`src/rtl/clkrst_regs_pkg.sv`:
```
package clkrst_regs_pkg;

  localparam int DATA_W   = 32;
  localparam int ADDR_W   = 12;
  localparam int STRB_W   = DATA_W / 8;
  localparam int NUM_REGS = 9;

  localparam int RG_OSC   = 0;
  localparam int RG_CORE0 = 1;
  localparam int RG_MEM0  = 2;
  localparam int RG_MEM1  = 3;
  localparam int RG_ETH0  = 4;
  localparam int RG_ETH1  = 5;
  localparam int RG_CSEL  = 6;
  localparam int RG_PRST  = 7;
  localparam int RG_MUXST = 8;

  // status bits that read as set whatever software writes
  localparam logic [DATA_W-1:0] OSC_READY  = DATA_W'(32'h8000_0000);
  localparam logic [DATA_W-1:0] OSC_ENABLE = DATA_W'(32'h4000_0000);
  localparam logic [DATA_W-1:0] PLL_LOCK   = DATA_W'(32'h8000_0000);
  localparam logic [DATA_W-1:0] PLL_INTFB  = DATA_W'(32'h0200_0000);
  localparam logic [DATA_W-1:0] PLL_DIVS   = DATA_W'(32'h0001_87C1);

  function automatic logic [ADDR_W-1:0] reg_offset(input int idx);
    case (idx)
      RG_OSC:   return ADDR_W'(12'h000);
      RG_CORE0: return ADDR_W'(12'h004);
      RG_MEM0:  return ADDR_W'(12'h00C);
      RG_MEM1:  return ADDR_W'(12'h010);
      RG_ETH0:  return ADDR_W'(12'h01C);
      RG_ETH1:  return ADDR_W'(12'h020);
      RG_CSEL:  return ADDR_W'(12'h024);
      RG_PRST:  return ADDR_W'(12'h028);
      default:  return ADDR_W'(12'h02C);
    endcase
  endfunction

  function automatic logic [DATA_W-1:0] reg_set_mask(input int idx);
    case (idx)
      RG_OSC:                     return OSC_READY;
      RG_CORE0, RG_MEM0, RG_ETH0: return PLL_LOCK | PLL_INTFB;
      default:                    return '0;
    endcase
  endfunction

  function automatic logic [DATA_W-1:0] reg_reset_val(input int idx);
    case (idx)
      RG_OSC:                     return OSC_READY | OSC_ENABLE;
      RG_CORE0, RG_MEM0, RG_ETH0: return PLL_LOCK | PLL_INTFB | PLL_DIVS;
      RG_CSEL:                    return DATA_W'(1);
      default:                    return '0;
    endcase
  endfunction

endpackage

```
`src/rtl/clkrst_addr_dec.sv`:
```
module clkrst_addr_dec
  import clkrst_regs_pkg::*;
#(
  parameter int N_REG = NUM_REGS,
  parameter int AW    = ADDR_W,
  parameter int SW    = STRB_W
) (
  input  logic             psel,
  input  logic             penable,
  input  logic             pwrite,
  input  logic [AW-1:0]    paddr,
  input  logic [SW-1:0]    pstrb,
  output logic [N_REG-1:0] wr_hit,
  output logic [N_REG-1:0] rd_hit
);

  logic [N_REG-1:0] match;
  logic             word_acc;

  assign word_acc = psel & penable & (&pstrb);

  for (genvar g = 0; g < N_REG; g++) begin : g_match
    localparam logic [AW-1:0] OFS = AW'(reg_offset(g));
    assign match[g] = (paddr == OFS);
  end

  assign wr_hit = match & {N_REG{word_acc &  pwrite}};
  assign rd_hit = match & {N_REG{word_acc & ~pwrite}};

endmodule

```
`src/rtl/clkrst_reg_word.sv`:
```
module clkrst_reg_word #(
  parameter int               W        = 32,
  parameter logic [W-1:0]     RST_VAL  = '0,
  parameter logic [W-1:0]     SET_MASK = '0
) (
  input  logic         clk,
  input  logic         rst,
  input  logic         we,
  input  logic [W-1:0] wdata,
  output logic [W-1:0] q
);

  always_ff @(posedge clk) begin
    if (rst) begin
      q <= RST_VAL;
    end else if (we) begin
      q <= wdata | SET_MASK;
    end
  end

endmodule

```
`src/rtl/clkrst_rd_mux.sv`:
```
module clkrst_rd_mux #(
  parameter int N = 9,
  parameter int W = 32
) (
  input  logic [N-1:0] sel,
  input  logic [W-1:0] words [N],
  output logic [W-1:0] dout
);

  // one-hot AND-OR: no select means zero
  always_comb begin
    dout = '0;
    for (int i = 0; i < N; i++) begin
      dout = dout | (words[i] & {W{sel[i]}});
    end
  end

endmodule

```
`src/rtl/clkrst_regs.sv`:
```
module clkrst_regs
  import clkrst_regs_pkg::*;
(
  input  logic              clk,
  input  logic              rst,
  input  logic              psel,
  input  logic              penable,
  input  logic              pwrite,
  input  logic [ADDR_W-1:0] paddr,
  input  logic [DATA_W-1:0] pwdata,
  input  logic [STRB_W-1:0] pstrb,
  output logic [DATA_W-1:0] prdata,
  output logic              pready,
  output logic              pslverr,
  output logic [DATA_W-1:0] osc_cfg,
  output logic [DATA_W-1:0] core_pll_w0,
  output logic [DATA_W-1:0] mem_pll_w0,
  output logic [DATA_W-1:0] mem_pll_w1,
  output logic [DATA_W-1:0] eth_pll_w0,
  output logic [DATA_W-1:0] eth_pll_w1,
  output logic [DATA_W-1:0] core_clk_sel,
  output logic [DATA_W-1:0] periph_rst,
  output logic [DATA_W-1:0] mux_status
);

  logic [NUM_REGS-1:0] wr_hit;
  logic [NUM_REGS-1:0] rd_hit;
  logic [DATA_W-1:0]   regs_q [NUM_REGS];

  clkrst_addr_dec #(
    .N_REG (NUM_REGS),
    .AW    (ADDR_W),
    .SW    (STRB_W)
  ) u_dec (
    .psel    (psel),
    .penable (penable),
    .pwrite  (pwrite),
    .paddr   (paddr),
    .pstrb   (pstrb),
    .wr_hit  (wr_hit),
    .rd_hit  (rd_hit)
  );

  for (genvar g = 0; g < NUM_REGS; g++) begin : g_reg
    clkrst_reg_word #(
      .W        (DATA_W),
      .RST_VAL  (reg_reset_val(g)),
      .SET_MASK (reg_set_mask(g))
    ) u_word (
      .clk   (clk),
      .rst   (rst),
      .we    (wr_hit[g]),
      .wdata (pwdata),
      .q     (regs_q[g])
    );
  end

  clkrst_rd_mux #(
    .N (NUM_REGS),
    .W (DATA_W)
  ) u_rmux (
    .sel   (rd_hit),
    .words (regs_q),
    .dout  (prdata)
  );

  assign pready  = 1'b1;
  assign pslverr = 1'b0;

  assign osc_cfg      = regs_q[RG_OSC];
  assign core_pll_w0  = regs_q[RG_CORE0];
  assign mem_pll_w0   = regs_q[RG_MEM0];
  assign mem_pll_w1   = regs_q[RG_MEM1];
  assign eth_pll_w0   = regs_q[RG_ETH0];
  assign eth_pll_w1   = regs_q[RG_ETH1];
  assign core_clk_sel = regs_q[RG_CSEL];
  assign periph_rst   = regs_q[RG_PRST];
  assign mux_status   = regs_q[RG_MUXST];

endmodule

```
`config.mk`:
```
export PLATFORM = sky130hd
export DESIGN_NAME = clkrst_regs
export DESIGN_NICKNAME = d
export VERILOG_FILES = /design/src/rtl/clkrst_regs_pkg.sv /design/src/rtl/clkrst_addr_dec.sv /design/src/rtl/clkrst_reg_word.sv /design/src/rtl/clkrst_rd_mux.sv /design/src/rtl/clkrst_regs.sv
export SDC_FILE = /design/constraint.sdc
export NUM_CORES = 1
export LEC_CHECK = 0
export BUFFER_PORTS_ARGS = -buffer_cell sky130_fd_sc_hd__buf_2
export CAP_MARGIN = 30
export CORE_MARGIN = 2
export CORE_UTILIZATION = 45
export DETAILED_ROUTE_END_ITERATION = 7
export GPL_TIMING_DRIVEN = 0
export PLACE_DENSITY = 0.78
export SLEW_MARGIN = 20
export SYNTH_ARGS = -nofsm -noshare
export SYNTH_HDL_FRONTEND = slang
export SYNTH_SLANG_ARGS = --single-unit
```
`constraint.sdc`:
```
create_clock -name clk -period 2.33 [get_ports clk]
set_clock_uncertainty 0.05 [all_clocks]
set_input_delay 0 -clock clk [delete_from_list [all_inputs] [get_ports clk]]
set_output_delay 0 -clock clk [all_outputs]
set_load 0.05 [all_outputs]
```
## Yosys cells after proc, flatten, opt, wreduce, memory -nomap -nowiden

Cells that the tools add are included.

- Register bits: 281
- Latch bits: 0
- RAM bits: 0
- ROM bits: 0
- Logic and storage cells: 43
- Memories kept: 0

- $add $sub $neg: 0
- Multipliers: 0
- Div/mod/pow operators: 0
- Magnitude comparators: 0
- Eq/ne operators: 8
- Shift operators: 0
- Mux-type cells: 0
- Bitwise operators: 24
- Reductions and logical operators: 2

Operators with widths:

| operator | count |
|---|---|
| 32-bit AND | 9 |
| 32-bit bitwise OR | 8 |
| 12-bit by 6-bit equality test with 1-bit output, second input constant | 4 |
| 12-bit by 5-bit equality test with 1-bit output, second input constant | 2 |
| 9-bit AND | 2 |
| 12-bit by 3-bit equality test with 1-bit output, second input constant | 1 |
| 12-bit by 4-bit equality test with 1-bit output, second input constant | 1 |
| 12-bit zero test | 1 |
| 1-bit AND | 4 |
| 4-bit AND reduction | 1 |
| 1-bit inverter | 1 |

## Depth between registers and ports, before layout

- Depth after elaboration: 13
- Gate-level depth with buffers: 8

## Hierarchy

Synthesis repeated with hierarchy kept, for this count alone.

- Cell total of the unflattened synthesis: 1146
- Area total of the unflattened synthesis: 12200.5 um^2

By module, submodules not included:

| module | times used | cells an instance | area each (um^2) |
|---|---|---|---|
| clkrst_reg_word at g_reg[3].u_word ... | 4 | 103 | 1163.6 |
| clkrst_reg_word at g_reg[1].u_word ... | 3 | 100 | 1121.1 |
| clkrst_rd_mux | 1 | 187 | 1599.0 |
| clkrst_reg_word at g_reg[6].u_word | 1 | 103 | 1166.1 |
| clkrst_reg_word at g_reg[0].u_word | 1 | 102 | 1128.6 |
| clkrst_addr_dec | 1 | 38 | 266.5 |
| clkrst_regs | 1 | 4 | 22.5 |

## Worst setup path after synthesis

Ideal clock, no wire load.

- Kind: input -> output
- Start: input paddr[7]
- End: output prdata[7]
- Arrival: 2.797 ns
- Data required time: 2.280 ns
- Path slack: -0.517 ns
- Stages: 4
- Buffers on the path: 0
- Cells stage by stage: or4_1 -> nor2_2 -> nand2_1 -> o311ai_0

- Cells in the longest elaborated chain, start to end: 11

RTL lines:

| element | RTL line | source |
|---|---|---|
| from (decl) | clkrst_regs.sv:9 | `input logic [ADDR_W-1:0] paddr,` |
| 12-bit by 3-bit equality test with 1-bit output or 12-bit zero test (tied branches) | clkrst_addr_dec.sv:24 | `assign match[g] = (paddr == OFS);` |
| 9-bit AND * | clkrst_addr_dec.sv:28 | `assign rd_hit = match & {N_REG{word_acc & ~pwrite}};` |
| 32-bit AND | clkrst_rd_mux.sv:14 | `dout = dout \| (words[i] & {W{sel[i]}});` |
| 32-bit bitwise OR (7 in series) | clkrst_rd_mux.sv:14 |  |
| 32-bit bitwise OR * | clkrst_rd_mux.sv:14 |  |
| to (decl) | clkrst_regs.sv:12 | `output logic [DATA_W-1:0] prdata,` |

Every way passes the cells marked *; elsewhere a longest branch is shown, timed or not.

## Final worst setup path

- Start: input paddr[5]
- End: output prdata[15]

The elaborated chain is that of the path after synthesis.

==> impl.org <==
** Run status
- The run finished, with violations left.
- Violated checks :: negative setup slack

** Floorplan
- Die Span Y :: 171 µm
- Top Ports :: 375
- Horizontal die dimension :: 171 µm
- The core region is 27,600 µm².
- Number of cell rows :: 61
- The die covers 29,200 µm².
- For this configuration, the core starts out at a cell density of 45.4%.

** Finish
- The layout has 2,564 filler cells.
- g.u_word.q holds more flip-flops than any other register.
- Area growth from synthesis to layout :: 29.5%
- Share of cells above drive strength 1 :: 24.2%
- Number of inserted diodes :: 0
- The net count of the finished layout is 2,109.
- The register with the most flip-flops in the layout has 281 of them.
- In the final layout, the registers with the most flip-flops are g.u_word.q (281).

** Setup path
- In this run the worst path has a maximum fanout of 10.
- The worst setup path is captured at a primary output.
- The worst setup path is launched from a primary input.
- The worst register-to-register path has a setup slack of 1.37 ns.
- Worst Path Class, Setup :: in -> out
- Critical Path AT :: 2.36 ns
- Number of cells traversed by the worst register-to-register path :: 2
- The worst register-to-register path begins at g_reg[1].u_word.q[8].
- Launching element of the worst setup path :: paddr[5]
- Worst flop-to-flop path endpoint :: g_reg[1].u_word.q[8]
- Worst EP required :: 2.28 ns

** Run
- Across the run, the number of max-cap violations was 0.

** Global routing
- Across every metal layer, demand over resource in global routing totals 42.4%.
- Entering global routing, the biggest net connects 14 pins.
- The via count of the first global-routing pass came to 14,000.
- The first global-routing pass estimated 90.4 mm of wire.
- Global routing finished with a remaining overflow of 0.
- The number of antenna violations at the first check in global routing was 1.

** Min path
- The worst hold path begins at paddr[7].
- Hold EP :: g_reg[6].u_word.q[1]
- The worst hold path belongs to the class in -> reg.
- Counting instances, the worst hold path has a depth of 6.

** CTS
- TritonCTS built the clock tree.
- After clock tree synthesis, the clock-pin slew on the worst setup and hold paths is 0.06 ns.
- Maximum buffer depth of the clock tree :: 3
- Clock latency on the worst-skew pair, taken at its later pin, is 0.56 ns.
- H-tree lvl count :: 1
- CTS placed an instance of clkbuf_16 at the clock tree root.
- The number of clock buffers added by TritonCTS is 29.
- # clock sinks :: 281

** Yosys
- Synthesis produced a netlist whose cell count is 1,642.
- After synthesis the netlist holds a flip-flop and latch count of 281.
- For this run, the register share of the synthesized area comes to 44.8%.
- Share of synthesized flip-flops with an asynchronous set or reset :: 0%
- Dominant register cell in the synthesized netlist :: dfxtp_1
- In this run the mean area of a mapped cell was 7.65 µm².
- Yosys printed 0 warnings.
- Synthesized cell area :: 12,600 µm²
- In this run, synthesis inferred 0 flip-flops with an integrated enable.
- In this run, distinct cell masters in the synthesized netlist total 53.

** Drt
- Via density per instance :: 6.19
- The count of nets left with antenna violations once routing finished came out at 0.
- For this run, the detailed router's first-pass iteration total came to 6.
- DRT Wirelength :: 64.6 mm
- For this block, the via count after detailed routing is 15,200.
- After detailed routing, the number of remaining DRC violations is 0.
- Avg WL per Cell :: 26.3 µm
- The detailed router finished its first iteration with 2,512 violations.

** Placement
- Input and output buffers added on the ports amount to 332.
- Routability congestion estimate from global placement :: 1.01
- OpenSTA, run right after detailed placement, puts the worst setup slack at -0.621 ns.
- Final HPWL DP :: 45.5 mm

** Pwr
- Power density cells :: 622 nW/µm²
- Overall power consumption :: 0.0101 W
- The worst-case IR drop observed on VDD is 0.000408 V.
- Reported leakage power :: 6.60 nW

** STA
- After routing, the total negative slack on setup checks comes to -0.251 ns.
- The final-report max-slew violation count came to 0.
- Static timing analysis puts the maximum clock frequency at 0.415 GHz.
- Transition time of the tightest slew-check pin :: 0.962 ns
- Setup violations remaining at the end of the flow were counted as 7.
- The worst path in the final design needs a cycle of 2.41 ns, including I/O delays and setup.
- The count of endpoints failing hold in the final timing report is 0.
- On the final layout, the worst hold slack is 0.0705 ns.
- Slew headroom :: 35.9%
- In the finished design, the share of the clock period the worst path needs comes to 104%.
- RSZ-0062 raised after global routing :: yes
- After layout, the worst setup slack is -0.0817 ns.
-- final cells by class --
type | instances | area [µm²] | area share (%)
Buffer | 167 | 746 | 4.59
Clock buffer | 45 | 856 | 5.27
Clock inverter | 8 | 75.1 | 0.462
Inverter | 2 | 7.51 | 0.0462
Multi-Input combinational cell | 1196 | 6360 | 39.1
Sequential cell | 281 | 5630 | 34.6
Tap cell | 378 | 473 | 2.91
Timing Repair Buffer | 379 | 2110 | 13.0
-- layout by cell type, fill, tap and decap left out, types with 8 or more instances in the layout --
| master | Yosys | layout |
|---|---|---|
| a22oi_1 | 44 | 44 |
| nor2_1 | 23 | 21 |
| buf_2 | 27 | 351 |
| dfxtp_1 | 281 | 281 |
| nand2_1 | 584 | 580 |
| nand3_1 | 17 | 15 |
| dlygate4sd3_1 | 0 | 33 |
| clkbuf_16 | 0 | 29 |
| a21oi_1 | 261 | 261 |
| o21ai_1 | 0 | 8 |
| mux2_2 | 11 | 11 |
| a22o_1 | 11 | 11 |
| o22ai_1 | 8 | 8 |
| conb_1 | 2 | 9 |
| mux2i_1 | 55 | 55 |
| a221oi_1 | 9 | 9 |
| clkbuf_1 | 129 | 119 |
| nand3b_1 | 28 | 28 |
| o21ai_0 | 17 | 9 |
| buf_4 | 10 | 31 |
| nand4_1 | 8 | 8 |
| clkbuf_2 | 0 | 14 |
| nor3_1 | 19 | 17 |
-- how the worst max path moves through the flow --
| stage | end | slack [ns] | cells after the start |
|---|---|---|---|
| finish | prdata[15] | -0.08 | 8 |
| floorplan | prdata[7] | 0.07 | 4 |
| global placement | prdata[23] | -0.76 | 9 |
| global route | prdata[8] | -0.03 | 9 |
| CTS | prdata[10] | -0.11 | 8 |
| detailed placement | prdata[0] | -0.62 | 9 |
-- metrics by stage --
stage,cell area (µm²),std cells,util (%)
finish,16300,2456,58.8
global route,16300,2456,58.8
CTS,16200,2454,58.5
detailed placement,14700,2360,53.3
global placement,14700,2359,53.3
floorplan,12600,1649,-
-- power breakdown --
| part | switching, W | internal (W) | leakage [nW] | total, W |
|---|---|---|---|---|
| Sequential | 0.0000000114 | 0.00480 | 2.26 | 0.00480 |
| Combinational | 0.000487 | 0.000163 | 3.88 | 0.000650 |
| Clock | 0.00203 | 0.00263 | 0.457 | 0.00466 |
-- metal layers --
metal  up-vias  global-route usage, %  wire length [µm]
met5         -                  0.696                14
met4         2                   27.7              5150
met3       337                   13.3              9820
met2      1387                   63.2             27100
met1      7079                   52.6             22500
li1       6390                      -                 -
-- cell families (layout without fill, tap and decap cells) --
| kind of cell | count (synthesis) | count (layout) | share of synthesized area, % |
|---|---|---|---|
| other cells | 2 | 9 | 0.0598 |
| flops | 281 | 281 | 44.8 |
| simple gates | 729 | 729 | 24.9 |
| mux | 71 | 71 | 6.27 |
| compound gates | 387 | 387 | 18.3 |
| buf+inv | 172 | 601 | 5.71 |
-- cell usage after synthesis (9+ instances only) --
cell | number | share of area [%]
buf_2 | 27 | 1.1
nand3_1 | 17 | 0.68
dfxtp_1 | 281 | 45
nor2_1 | 23 | 0.69
mux2i_1 | 55 | 4.4
mux2_2 | 11 | 0.99
a221oi_1 | 9 | 0.63
a22oi_1 | 44 | 2.6
o21ai_0 | 17 | 0.68
a21oi_1 | 261 | 10
buf_4 | 10 | 0.60
clkbuf_1 | 129 | 3.9
nand2_1 | 584 | 17
nand3b_1 | 28 | 1.7
a22o_1 | 11 | 0.77
nor3_1 | 19 | 0.76
-- critical path, cell delays in order --
cell and delay [ns]:
buf_2 0.12, clkbuf_1 0.44, clkbuf_4 0.44, nor2b_2 0.47
nand4_1 0.24, o32ai_1 0.18, a2111o_1 0.20, clkbuf_4 0.26
-- timing repair --
item / in CTS / in global routing
setup buffers: 10 / 3
gates resized for setup: 38 / 39
hold endpoints to repair: 280 / 0
endpoints found under the setup margin: 32 / 47
pin swaps: 4 / 3
hold buffers: 33 / 0
Note: power is estimated with default switching activity, not from simulation.
